`config.mk`:
```
export PLATFORM = sky130hd
export DESIGN_NAME = pxseq_top
export DESIGN_NICKNAME = d
export VERILOG_FILES = /design/src/rtl/pxseq_pkg.sv /design/src/rtl/pxseq_win_table.sv /design/src/rtl/pxseq_ctrl.sv /design/src/rtl/pxseq_trig_gate.sv /design/src/rtl/pxseq_phase_dec.sv /design/src/rtl/pxseq_top.sv
export SDC_FILE = /design/constraint.sdc
export NUM_CORES = 1
export LEC_CHECK = 0
export ABC_CLOCK_PERIOD_IN_PS = 3600
export BUFFER_PORTS_ARGS = -buffer_cell sky130_fd_sc_hd__buf_2
export CORE_UTILIZATION = 50
export CTS_BUF_LIST = sky130_fd_sc_hd__clkbuf_16
export CTS_CLUSTER_SIZE = 28
export DETAILED_ROUTE_END_ITERATION = 8
export PLACE_DENSITY = 0.77
export SYNTH_ARGS = -nofsm -noshare
export SYNTH_HDL_FRONTEND = slang
export SYNTH_SLANG_ARGS = --single-unit
```
`constraint.sdc`:
```
create_clock -name clk_i -period 3.6 [get_ports clk_i]
set_clock_uncertainty 0.05 [all_clocks]
set_input_delay 0.36 -clock clk_i [delete_from_list [all_inputs] [get_ports clk_i]]
set_output_delay 0.36 -clock clk_i [all_outputs]
set_load 0.02 [all_outputs]
```
`src/rtl/pxseq_pkg.sv`:
```
package pxseq_pkg;

    localparam int LEN_W      = 10;
    localparam int NUM_PHASES = 6;
    localparam int PH_W       = 3;
    localparam int NUM_RATES  = 4;

    typedef enum logic [PH_W-1:0] {
        PH_IDLE   = 3'd0,
        PH_CLEAR  = 3'd1,
        PH_BASE   = 3'd2,
        PH_SETTLE = 3'd3,
        PH_SIGNAL = 3'd4,
        PH_HOLD   = 3'd5
    } phase_e;

    typedef logic [LEN_W-1:0] len_t;

    typedef struct packed {
        len_t clr;
        len_t base;
        len_t settle;
        len_t sig;
        len_t hold;
    } win_t;

    function automatic phase_e next_phase(input phase_e p);
        case (p)
            PH_CLEAR:  return PH_BASE;
            PH_BASE:   return PH_SETTLE;
            PH_SETTLE: return PH_SIGNAL;
            PH_SIGNAL: return PH_HOLD;
            default:   return PH_IDLE;
        endcase
    endfunction

    function automatic len_t phase_len(input phase_e p, input win_t w);
        case (p)
            PH_CLEAR:  return w.clr;
            PH_BASE:   return w.base;
            PH_SETTLE: return w.settle;
            PH_SIGNAL: return w.sig;
            PH_HOLD:   return w.hold;
            default:   return '0;
        endcase
    endfunction

endpackage

```
`src/rtl/pxseq_win_table.sv`:
```
module pxseq_win_table
    import pxseq_pkg::*;
#(
    parameter int CLR_CYC   = 20,
    parameter int SETL_CYC  = 30,
    parameter int INT_FAST  = 65,
    parameter int INT_MID   = 165,
    parameter int INT_SLOW  = 435,
    parameter int HOLD_FAST = 20,
    parameter int HOLD_SLOW = 80
) (
    input  logic [1:0] rate_i,
    output win_t       win_o
);

    win_t entry [NUM_RATES];

    function automatic int integ_for(input int r);
        if (r == 1) return INT_MID;
        if (r == 2) return INT_SLOW;
        return INT_FAST;
    endfunction

    function automatic int hold_for(input int r);
        return (r == 2) ? HOLD_SLOW : HOLD_FAST;
    endfunction

    for (genvar g = 0; g < NUM_RATES; g++) begin : g_rate
        assign entry[g].clr    = LEN_W'(CLR_CYC);
        assign entry[g].base   = LEN_W'(integ_for(g));
        assign entry[g].settle = LEN_W'(SETL_CYC);
        assign entry[g].sig    = LEN_W'(integ_for(g));
        assign entry[g].hold   = LEN_W'(hold_for(g));
    end

    assign win_o = entry[rate_i];

endmodule

```
`src/rtl/pxseq_ctrl.sv`:
```
module pxseq_ctrl
    import pxseq_pkg::*;
(
    input  logic   clk_i,
    input  logic   rst_i,
    input  logic   start_i,
    input  win_t   win_i,
    output phase_e phase_o,
    output logic   last_o,
    output logic   flip_o
);

    phase_e ph_q;
    len_t   cnt_q;
    win_t   win_q;
    phase_e ph_nxt;
    len_t   nxt_len;

    assign ph_nxt  = next_phase(ph_q);
    assign nxt_len = phase_len(ph_nxt, win_q);

    always_ff @(posedge clk_i) begin
        if (rst_i) begin
            ph_q  <= PH_IDLE;
            cnt_q <= '0;
            win_q <= '0;
        end else if (start_i) begin
            ph_q  <= PH_CLEAR;
            cnt_q <= win_i.clr - LEN_W'(1);
            win_q <= win_i;
        end else if (ph_q != PH_IDLE) begin
            if (cnt_q == '0) begin
                ph_q  <= ph_nxt;
                cnt_q <= (ph_nxt == PH_IDLE) ? '0 : nxt_len - LEN_W'(1);
            end else begin
                cnt_q <= cnt_q - LEN_W'(1);
            end
        end
    end

    assign phase_o = ph_q;
    assign last_o  = (ph_q != PH_IDLE) && (cnt_q == '0);
    assign flip_o  = (ph_q == PH_SETTLE) && (cnt_q == '0);

    AST_START_CLEAR: assert property (@(posedge clk_i) disable iff (rst_i)
        start_i |=> (ph_q == PH_CLEAR && cnt_q == win_q.clr - LEN_W'(1)));
    AST_FLIP_THEN_SIGNAL: assert property (@(posedge clk_i) disable iff (rst_i)
        (flip_o && !start_i) |=> (ph_q == PH_SIGNAL));
    AST_FLIP_SINGLE: assert property (@(posedge clk_i) disable iff (rst_i)
        flip_o |=> !flip_o);
    AST_WIN_FROZEN: assert property (@(posedge clk_i) disable iff (rst_i)
        (ph_q != PH_IDLE && !start_i) |=> $stable(win_q));

endmodule

```
`src/rtl/pxseq_trig_gate.sv`:
```
module pxseq_trig_gate
    import pxseq_pkg::*;
(
    input  logic   clk_i,
    input  logic   rst_i,
    input  logic   en_i,
    input  logic   trig_i,
    input  phase_e phase_i,
    input  logic   last_i,
    output logic   start_o,
    output logic   overrun_o
);

    logic req;
    logic can_take;
    logic ovr_q;

    assign req      = en_i && trig_i;
    assign can_take = (phase_i == PH_IDLE) || (phase_i == PH_HOLD && last_i);
    assign start_o  = req && can_take;

    always_ff @(posedge clk_i) begin
        if (rst_i)
            ovr_q <= 1'b0;
        else if (req && !can_take)
            ovr_q <= 1'b1;
    end

    assign overrun_o = ovr_q;

    AST_OVR_STICKY: assert property (@(posedge clk_i) disable iff (rst_i)
        overrun_o |=> overrun_o);
    AST_OVR_NEEDS_EN: assert property (@(posedge clk_i) disable iff (rst_i)
        (!overrun_o && !en_i) |=> !overrun_o);

endmodule

```
`src/rtl/pxseq_phase_dec.sv`:
```
module pxseq_phase_dec
    import pxseq_pkg::*;
(
    input  phase_e                  phase_i,
    output logic [NUM_PHASES-1:0]   strobe_o
);

    logic [PH_W-1:0] ph_bits;
    assign ph_bits = phase_i;

    for (genvar g = 0; g < NUM_PHASES; g++) begin : g_strobe
        assign strobe_o[g] = (ph_bits == PH_W'(g));
    end

endmodule

```
`src/rtl/pxseq_top.sv`:
```
module pxseq_top
    import pxseq_pkg::*;
#(
    parameter int CLR_CYC   = 20,
    parameter int SETL_CYC  = 30,
    parameter int INT_FAST  = 65,
    parameter int INT_MID   = 165,
    parameter int INT_SLOW  = 435,
    parameter int HOLD_FAST = 20,
    parameter int HOLD_SLOW = 80
) (
    input  logic       clk_i,
    input  logic       rst_i,
    input  logic       en_i,
    input  logic       trig_i,
    input  logic [1:0] rate_sel_i,
    output logic [5:0] phase_o,
    output logic       flip_o,
    output logic       overrun_o
);

    win_t   win;
    phase_e phase;
    logic   last;
    logic   start;

    pxseq_win_table #(
        .CLR_CYC(CLR_CYC), .SETL_CYC(SETL_CYC), .INT_FAST(INT_FAST),
        .INT_MID(INT_MID), .INT_SLOW(INT_SLOW),
        .HOLD_FAST(HOLD_FAST), .HOLD_SLOW(HOLD_SLOW)
    ) u_table (
        .rate_i (rate_sel_i),
        .win_o  (win)
    );

    pxseq_trig_gate u_gate (
        .clk_i     (clk_i),
        .rst_i     (rst_i),
        .en_i      (en_i),
        .trig_i    (trig_i),
        .phase_i   (phase),
        .last_i    (last),
        .start_o   (start),
        .overrun_o (overrun_o)
    );

    pxseq_ctrl u_ctrl (
        .clk_i   (clk_i),
        .rst_i   (rst_i),
        .start_i (start),
        .win_i   (win),
        .phase_o (phase),
        .last_o  (last),
        .flip_o  (flip_o)
    );

    pxseq_phase_dec u_dec (
        .phase_i  (phase),
        .strobe_o (phase_o)
    );

    AST_ONE_STROBE: assert property (@(posedge clk_i) disable iff (rst_i)
        $countones(phase_o) == 1);
    AST_SIGNAL_AFTER_SETTLE: assert property (@(posedge clk_i) disable iff (rst_i)
        $rose(phase_o[4]) |-> $past(phase_o[3]));
    AST_EARLY_TRIG_FLAG: assert property (@(posedge clk_i) disable iff (rst_i)
        (en_i && trig_i && phase_o[2]) |=> (overrun_o && phase_o[2] || phase_o[3]));
    AST_DISABLED_STAYS_IDLE: assert property (@(posedge clk_i) disable iff (rst_i)
        (!en_i && phase_o[0]) |=> phase_o[0]);

endmodule

```
==> impl_metrics.ini, run 1 <==
[sta]
hold_viol_final = 0
setup_tns_ns = 0
setup_ws_ns = 0.2901
slew_viol_final = 0
tightest_slew_ns = 0.5108
setup_viol = 0
timing.fmax_mhz = 302.1
grt_setup_unrepaired = no
whs_ns = 0.3360
period_needed_ns = 3.310
fin_crit_sh_pct = 91.94
slew_headroom_pct = 65.63

[drt]
viasPerCell = 6.022
drc_errors = 0
route.detailed.wl_per_inst_um = 14.65
firstDrtPassIters = 4
drtIter0Drc = 86
vias = 1638
ant_nets = 0
routed_wl_um = 3986

[floorplanning]
coreArea_mm2 = 0.003128
fp-row-count = 20
dieArea_mm2 = 0.003640
ioPinCount = 14
die_w_um = 60.34
initial_utilization_pct = 54.40
die_h_um = 60.34

[clock_network]
clock_latency_ns = 0.26
htreeDepth = 1
numClockSinks = 20
clockRootBuffer = clkbuf_16
cts_buffers = 3
tritoncts = yes
cts-hold-fix-buffers = 0
clk_pin_slew_worst_paths_ns = 0.06
clock_path_buffers = 2

[pwr]
finalPower_mw = 1.729
power_frac_clock_pct = 13.6
powerDensity_mw_per_mm2 = 930.3
sw_frac_of_total_pct = 50.97
internal_power_mw = 0.8474
p_sw_mw = 0.8811
vdd_ir_drop_max_mv = 0.4057
seq_power_share_pct = 22.4
combPwrFrac_pct = 63.9
leakage_nw = 0.7372

[global_route]
grtUsageTotal_pct = 24.37
grt_max_degree = 20
grt_overflow = 0
grt_pass1_vias = 1441
antenna_found_initial = 0
grt_first_pass_wirelength_um = 6686

[layout]
syn2layout_area_growth_pct = 9.191
drive_gt1_share_pct = 18.42
utilization_pct = 59.40
finalNetCount = 242
final_cell_area_mm2 = 0.001858
diodes = 0
finalNonFillerCells = 272

[yosys]
synth_async_sr_flop_share_pct = 0
ys_seq_elements = 20
synth_top_cell_by_area = dfxtp_1
ys_types = 61
synth_edf_count = 0
yosys.area.top_type_share_pct = 23.53
yosys_warnings = 0
syn_avg_cell_area_um2 = 7.735
synth_ff_type = dfxtp_1
syn_inst = 220
synth_area_leaders = dfxtp_1 24%, nor2_1 6.4%, a21oi_1 5.6%
syn_area_mm2 = 0.001702
yosysSeqAreaShare_pct = 23.53
synth_nets = 233

[setup_path]
rrSetupSlack_ns = 0.29
critical_path_class = flop to flop
crit_path_end_kind = flop
required_ns = 3.69
crit_arrival_ns = 3.40
crit_fanout = 15
cp-start-kind = flop

[place]
hpwlAfterDp_um = 2965
post-place-ws_ns = 0.2903
dp.cells = 268
io_buffers = 13
gp_congestion = 0.9192
dpl_cell_area_mm2 = 0.001774

[worst_hold_path]
hp-class = primary input to flop

[job]
maxCapViolations = 0

[run_status]
status = completed
==> logic make-up (layout without fill, tap and decap cells) <==
kind of cell	after synthesis	in the layout	share of synthesized area, %
adders and majority gates	8	8	5.735
buffers and inverters	23	31	6.691
DFF	20	20	23.53
xor gates and xnor gates	3	3	1.544
AOI/OAI and AO/OA	70	70	30.22
and+or+nand+nor	90	90	28.68
muxes	6	6	3.603
==> per-layer routing <==
metal / share of wire [%] / global-route usage, % / up-vias
met5: 0 / 0 / -
met4: 1.2 / 7.973 / 0
met3: 5.1 / 4.264 / 7
met2: 44 / 38.78 / 47
met1: 50 / 33.33 / 767
li1: - / - / 817
==> state kept, by name, indices dropped and copies added (netlist names) <==
name and count:
u_ctrl.cnt_q 10, u_ctrl.phase_o 3, u_ctrl.win_q 6, u_gate.overrun_o 1
==> cells in the mapped netlist, drive strengths merged (4+ instances only) <==
| cell type | n |
|---|---|
| a31oi | 4 |
| dfxtp | 20 |
| o32ai | 4 |
| a21o | 4 |
| nor2 | 31 |
| nand4b | 5 |
| clkbuf | 4 |
| nor3 | 4 |
| ha | 7 |
| buf | 8 |
| nand2 | 20 |
| mux2i | 5 |
| a21oi | 22 |
| inv | 11 |
| nand2b | 6 |
| or3 | 7 |
| o21ai | 15 |
==> worst max-delay path: stages, from the launching register on <==
cell and delay, ns:
dfxtp_1 0.61, or3b_4 0.26, inv_2 0.06, nor2_1 0.16, ha_1 0.39, buf_4 0.20, nand4b_1 0.12, a21oi_2 0.20
a21o_2 0.11, nand2_1 0.05, ha_1 0.28, nor2b_1 0.15, mux2_1 0.30, o21bai_1 0.12, o211ai_1 0.11
==> cells in the final DEF (no fill, tap or decap), drive strengths merged, types with 2 or more instances in the layout <==
master,count
buf,16
nor3,4
a2111oi,2
nand4b,5
nor2b,2
ha,7
nand2b,6
mux2i,5
nor3b,3
o22ai,2
a21o,4
or3,7
and3b,2
nor4,3
o21ai,15
clkbuf,3
xnor2,2
nand2,20
o211ai,2
a31oi,4
o32ai,4
inv,11
o31ai,3
o21bai,2
dfxtp,20
a21oi,22
nor2,31
a211oi,2
==> repair_timing <==
item,4_1_cts,5_1_grt
buffers inserted,0,0
setup endpoints to repair,0,1
gates resized for setup,0,1
==> power groups by stage <==
stage | registers, mW | logic (mW) | clock network [mW]
2_1_floorplan | 0.360 | 0.922 | 0
3_3_place_gp | 0.385 | 1.08 | 0
3_5_place_dp | 0.385 | 1.09 | 0
4_1_cts | 0.381 | 1.10 | 0.237
5_1_grt | 0.397 | 1.22 | 0.243
6_report | 0.388 | 1.11 | 0.236
==> final timing paths <==
kind                            cells past startpoint                           start                       endpoint
worst max register to register                     14  u_ctrl.phase_o[1]$_SDFFE_PP0P_   u_ctrl.cnt_q[2]$_SDFFE_PP0P_
worst min register to register                      2   u_gate.overrun_o$_SDFFE_PP0P_  u_gate.overrun_o$_SDFFE_PP0P_
worst min-delay path                                3                          trig_i  u_gate.overrun_o$_SDFFE_PP0P_
worst max-delay path                               14  u_ctrl.phase_o[1]$_SDFFE_PP0P_   u_ctrl.cnt_q[2]$_SDFFE_PP0P_
==> final cells by class <==
| type | count | area [um^2] |
|---|---|---|
| tap | 44 | 55.05 |
| sequential | 20 | 400.4 |
| fill | 303 | 1270 |
| multi-input combinational | 177 | 1192 |
| clock buffer | 3 | 75.07 |
| clock inverter | 1 | 3.754 |
| inverter | 11 | 43.79 |
| timing repair buffer | 16 | 87.58 |
Note: power is estimated with default switching activity, not from simulation.
==> run 2, diff against run 1 <==
--- a/config.mk
+++ b/config.mk
@@ -12,6 +12,7 @@
 export CTS_CLUSTER_SIZE = 28
 export DETAILED_ROUTE_END_ITERATION = 8
 export PLACE_DENSITY = 0.77
+export REMOVE_ABC_BUFFERS = 1
 export SYNTH_ARGS = -nofsm -noshare
 export SYNTH_HDL_FRONTEND = slang
 export SYNTH_SLANG_ARGS = --single-unit
==> run 2 against run 1 <==
Net effect:
- non-clock buffer count increased by 1
- via count increased by 1.8%
- combinational power about the same
- core utilization increased by 0.080 points
- critical path depth decreased by 1
- power decreased by 0.54%
- routed wire length decreased by 0.58%
- critical path type unchanged
- critical endpoint is now u_ctrl.cnt_q[8]$_SDFFE_PP0P_
- largest cell class unchanged
- largest power group unchanged
==> impl_metrics.ini, run 2 (same netlist as run 1, synthesis figures left out) <==
[global_route]
grt_overflow = 0
grt_max_degree = 20
grtUsageTotal_pct = 25.11
grt_first_pass_wirelength_um = 6824
grt_pass1_vias = 1485
antenna_found_initial = 0

[drt]
vias = 1668
ant_nets = 0
viasPerCell = 6.110
drc_errors = 0
drtIter0Drc = 80
route.detailed.wl_per_inst_um = 14.52
routed_wl_um = 3963
firstDrtPassIters = 4

[clock_network]
cts_setup_buffers = 0
cts_buffers = 3
clockRootBuffer = clkbuf_16
tritoncts = yes
clk_pin_slew_worst_paths_ns = 0.06
clock_latency_ns = 0.25
cts-hold-fix-buffers = 0
cts_resized = 0
htreeDepth = 1
numClockSinks = 20
clock_path_buffers = 2

[layout]
drive_gt1_share_pct = 18.34
mostFrequentLayoutCells = 29 x nor2_1, 20 x dfxtp_1, 19 x a21oi_1, 18 x nand2_1, 13 x buf_2
top_register = u_ctrl.cnt_q
syn2layout_area_growth_pct = 9.338
finalNonFillerCells = 273
final_common_cell = nor2_1
finalNetCount = 243
ff_latch_area_um2 = 400.4
fillers = 297
largest_reg_flops = 10
multi_input_area_mm2 = 0.001187
diodes = 0

[place]
gp_congestion = 0.8656
io_buffers = 13
dp.cells = 269
hpwlAfterDp_um = 2967

[floorplanning]
initial_utilization_pct = 54.40
ioPinCount = 14
coreArea_mm2 = 0.003128
die_h_um = 60.34
fp-row-count = 20
dieArea_mm2 = 0.003640
die_w_um = 60.34

[sta]
setup_viol = 0
fin_crit_sh_pct = 92.21
whs_ns = 0.3398
slew_headroom_pct = 66.21
grt_setup_unrepaired = no
timing.fmax_mhz = 301.3
hold_viol_final = 0
period_needed_ns = 3.319
setup_tns_ns = 0
tightest_slew_ns = 0.5022
slew_viol_final = 0

[setup_path]
crit_path_end_kind = flop
required_ns = 3.70
critical_path_class = flop to flop
crit_arrival_ns = 3.42
crit_fanout = 15
cp-start-kind = flop

[pwr]
finalPower_mw = 1.719
powerDensity_mw_per_mm2 = 924.1
vdd_ir_drop_max_mv = 0.4643
leakage_nw = 0.7391

[run_status]
status = completed

[worst_hold_path]
hp-class = primary input to flop

[job]
maxCapViolations = 0
-- run 2: cell types whose count changed in the layout (fill, tap and decap cells not counted), sizes merged --
cell  delta
buf      +1
-- run 2: worst paths after layout --
| check | startpoint | end | slack, ns | cells after the start |
|---|---|---|---|---|
| setup reg to reg | u_ctrl.phase_o[1]$_SDFFE_PP0P_ | u_ctrl.cnt_q[8]$_SDFFE_PP0P_ | 0.28 | 13 |
| hold reg to reg | u_gate.overrun_o$_SDFFE_PP0P_ | u_gate.overrun_o$_SDFFE_PP0P_ | 0.42 | 2 |
| setup / recovery | u_ctrl.phase_o[1]$_SDFFE_PP0P_ | u_ctrl.cnt_q[8]$_SDFFE_PP0P_ | 0.28 | 13 |
| hold / removal | trig_i | u_gate.overrun_o$_SDFFE_PP0P_ | 0.34 | 3 |
-- run 2: final cells by class --
cell class	count	share of cell area (%)
clock buffer	3	4.035
clock inverter	1	0.2017
inverter	11	2.354
multi-input combinational	177	63.82
sequential	20	21.52
tap	44	2.959
timing repair buffer	17	5.111
-- run 2: metal layers --
layer	share of wire (%)	up-vias	track usage [%]	wire, um
li1	-	823	-	-
met1	49	773	35.95	1924
met2	43	65	36.42	1690
met3	6.7	7	4.478	264
met4	2.1	0	11.63	83
met5	0	-	0	0
-- run 2: worst max-delay path, cell delays in order (launching register included) --
cell	delay, ns
dfxtp_1	0.58
nor3b_1	0.42
nor2_1	0.13
ha_1	0.31
a21oi_4	0.26
nor2_1	0.12
a21o_2	0.22
nand2_1	0.07
ha_1	0.26
o221ai_1	0.21
nor2_1	0.13
a31oi_1	0.10
xor2_1	0.18
a21o_1	0.17
-- run 2: report_power, final --
part	total, mW	switching [mW]	internal (mW)	leakage (nW)
clock	0.234	0.0855	0.148	0.0385
combinational	1.10	0.694	0.406	0.537
sequential	0.385	0.0941	0.291	0.164
total	1.72	0.874	0.845	0.739
-- run 2: stage by stage --
stage                     area (um^2)  util (%)  setup slack, ns
after global routing             1861     59.48          0.06567
after global placement           1782     56.96           0.4811
after CTS                        1861     59.48           0.3429
after floorplan                  1632         -           0.1507
after detailed placement         1782     56.96           0.3425
final                            1861     59.48           0.2805
==> run 3, diff against run 2 <==
--- a/config.mk
+++ b/config.mk
@@ -7,11 +7,11 @@
 export LEC_CHECK = 0
 export ABC_CLOCK_PERIOD_IN_PS = 3600
 export BUFFER_PORTS_ARGS = -buffer_cell sky130_fd_sc_hd__buf_2
-export CORE_UTILIZATION = 50
+export CORE_UTILIZATION = 60
 export CTS_BUF_LIST = sky130_fd_sc_hd__clkbuf_16
 export CTS_CLUSTER_SIZE = 28
 export DETAILED_ROUTE_END_ITERATION = 8
-export PLACE_DENSITY = 0.77
+export PLACE_DENSITY = 0.88
 export REMOVE_ABC_BUFFERS = 1
 export SYNTH_ARGS = -nofsm -noshare
 export SYNTH_HDL_FRONTEND = slang
==> run 3 against run 2 <==
Net effect:
- register-to-register slack better by 0.06 ns
- worst hold slack better by 0.011 ns
- clock power down 2%
- routed wire length up 7.9%
- combinational power about the same
- largest cell class unchanged
- largest power group unchanged
==> impl_metrics.ini, run 3 (same netlist as run 1, synthesis figures left out) <==
[run_status]
status = completed

[clock_network]
cts_buffers = 3
numClockSinks = 20
clk_pin_slew_worst_paths_ns = 0.06
cts_setup_buffers = 0
clock_latency_ns = 0.25
htreeDepth = 1
tritoncts = yes
clock_path_buffers = 2
clockRootBuffer = clkbuf_16

[setup_path]
r2r_cells = 13
crit_top_cell = nor2_1
cp_cell_sequence = nor3b_1 -> nor2_1 -> ha_1 -> a21oi_4 -> nor2_1 -> a21o_2 -> nand2_1 -> ha_1 -> o221ai_1 -> nor2_1 -> a31oi_1 -> xor2_1 -> a21o_1
r2r-start = u_ctrl.phase_o[1]$_SDFFE_PP0P_
cp_slowest_cell = dfxtp_2
crit_fanout = 15
path_buf_inv = 0
r2r-end = u_ctrl.cnt_q[8]$_SDFFE_PP0P_
crit_arrival_ns = 3.36
critical-path-max-stage-delay_ns = 0.47
critical_path_class = flop to flop
required_ns = 3.70
crit_path_end_kind = flop
critPathTopFamily = compound AO/OA/AOI/OAI gates
rrSetupSlack_ns = 0.34
cp-start-kind = flop

[drt]
routed_wl_um = 4275
viasPerCell = 6.681
route.detailed.wl_per_inst_um = 16.63
ant_nets = 0
drc_errors = 0
vias = 1717
drtIter0Drc = 107
firstDrtPassIters = 5

[worst_hold_path]
hp-start = trig_i
min_to = u_gate.overrun_o$_SDFFE_PP0P_
hp-class = primary input to flop
min_path_cells = 3

[global_route]
grtUsageTotal_pct = 29.74
grt_pass1_vias = 1513
antenna_found_initial = 0
grt_overflow = 0
grt_first_pass_wirelength_um = 7396
grt_max_degree = 20

[layout]
ff_latch_area_um2 = 401.6
top_register = u_ctrl.cnt_q
finalNonFillerCells = 257
drive_gt1_share_pct = 18.50
finalNetCount = 242
syn2layout_area_growth_pct = 7.721
mostFrequentLayoutCells = 29 x nor2_1, 19 x a21oi_1, 19 x dfxtp_1, 18 x nand2_1, 13 x buf_2
final_common_cell = nor2_1
multi_input_area_mm2 = 0.001187
largest_reg_flops = 10
fillers = 216
diodes = 0

[pwr]
internal_power_mw = 0.8375
power_frac_clock_pct = 13.1
seq_power_share_pct = 22.1
powerDensity_mw_per_mm2 = 949.3
p_sw_mw = 0.9026
vdd_ir_drop_max_mv = 0.7782
sw_frac_of_total_pct = 51.87
combPwrFrac_pct = 64.8
leakage_nw = 0.7335

[sta]
setup_viol = 0
timing.fmax_mhz = 306.5
tightest_slew_ns = 0.5217
grt_setup_unrepaired = no
slew_headroom_pct = 64.90
slew_viol_final = 0
setup_tns_ns = 0
hold_viol_final = 0
period_needed_ns = 3.263
fin_crit_sh_pct = 90.64

[floorplanning]
initial_utilization_pct = 66.28
dieArea_mm2 = 0.003053
coreArea_mm2 = 0.002567
fp-row-count = 18
die_h_um = 55.26
ioPinCount = 14
die_w_um = 55.26

[place]
gp_congestion = 0.9179
hpwlAfterDp_um = 3030
dp.cells = 254
io_buffers = 13

[job]
maxCapViolations = 0
## run 3: per-layer routing
layer	global-route usage (%)	wire length (um)
met2	44.92	1991
met3	4.215	320
met1	42.65	1877
met4	11.43	85
met5	0	0
## run 3: worst max-delay path by stage
stage / cells after the start / end / slack (ns) / start
2_1_floorplan: 13 / u_ctrl.cnt_q[8]$_SDFFE_PP0P_ / 0.15 / u_ctrl.phase_o[1]$_SDFFE_PP0P_
3_3_place_gp: 12 / u_ctrl.cnt_q[1]$_SDFFE_PP0P_ / 0.38 / u_ctrl.phase_o[1]$_SDFFE_PP0P_
3_5_place_dp: 13 / u_ctrl.cnt_q[8]$_SDFFE_PP0P_ / 0.24 / u_ctrl.phase_o[1]$_SDFFE_PP0P_
4_1_cts: 13 / u_ctrl.cnt_q[8]$_SDFFE_PP0P_ / 0.24 / u_ctrl.phase_o[1]$_SDFFE_PP0P_
5_1_grt: 13 / u_ctrl.cnt_q[8]$_SDFFE_PP0P_ / 0.03 / u_ctrl.phase_o[1]$_SDFFE_PP0P_
6_report: 13 / u_ctrl.cnt_q[8]$_SDFFE_PP0P_ / 0.34 / u_ctrl.phase_o[1]$_SDFFE_PP0P_
## run 3: what timing repair did
item                       CTS  global route
setup endpoints to repair    0             4
hold buffers                 0             0
gates resized for setup      0             1
## run 3: cell type report
cell class | instances | share of cell area (%)
Multi-Input combinational cell | 177 | 64.78
Sequential cell | 20 | 21.91
Tap cell | 30 | 2.048
Inverter | 11 | 2.389
Timing Repair Buffer | 16 | 4.778
Clock buffer | 3 | 4.096
## run 3: stage by stage
step / hold slack (ns) / power (mW) / area, um^2 / utilization [%] / setup slack (ns)
2_1_floorplan: 0.3791 / 1.217 / 1632 / - / 0.1507
3_3_place_gp: 0.4069 / 1.445 / 1757 / 68.42 / 0.3836
3_5_place_dp: 0.4070 / 1.471 / 1757 / 68.42 / 0.2375
5_1_grt: 0.3780 / 1.876 / 1833 / 71.39 / 0.02728
4_1_cts: 0.3481 / 1.716 / 1832 / 71.35 / 0.2358
6_report: 0.3505 / 1.740 / 1833 / 71.39 / 0.3369
## run 3: power by group through the flow
stage	combinational (mW)	clock, mW	sequential (mW)
2_1_floorplan	0.839	0	0.377
3_3_place_gp	1.06	0	0.384
3_5_place_dp	1.09	0	0.385
4_1_cts	1.11	0.228	0.380
5_1_grt	1.24	0.241	0.395
6_report	1.13	0.229	0.384
## run 3: worst min-delay path, cell delays in order
cell	delay, ns
buf_2	0.11
a31oi_1	0.07
nor2_1	0.08
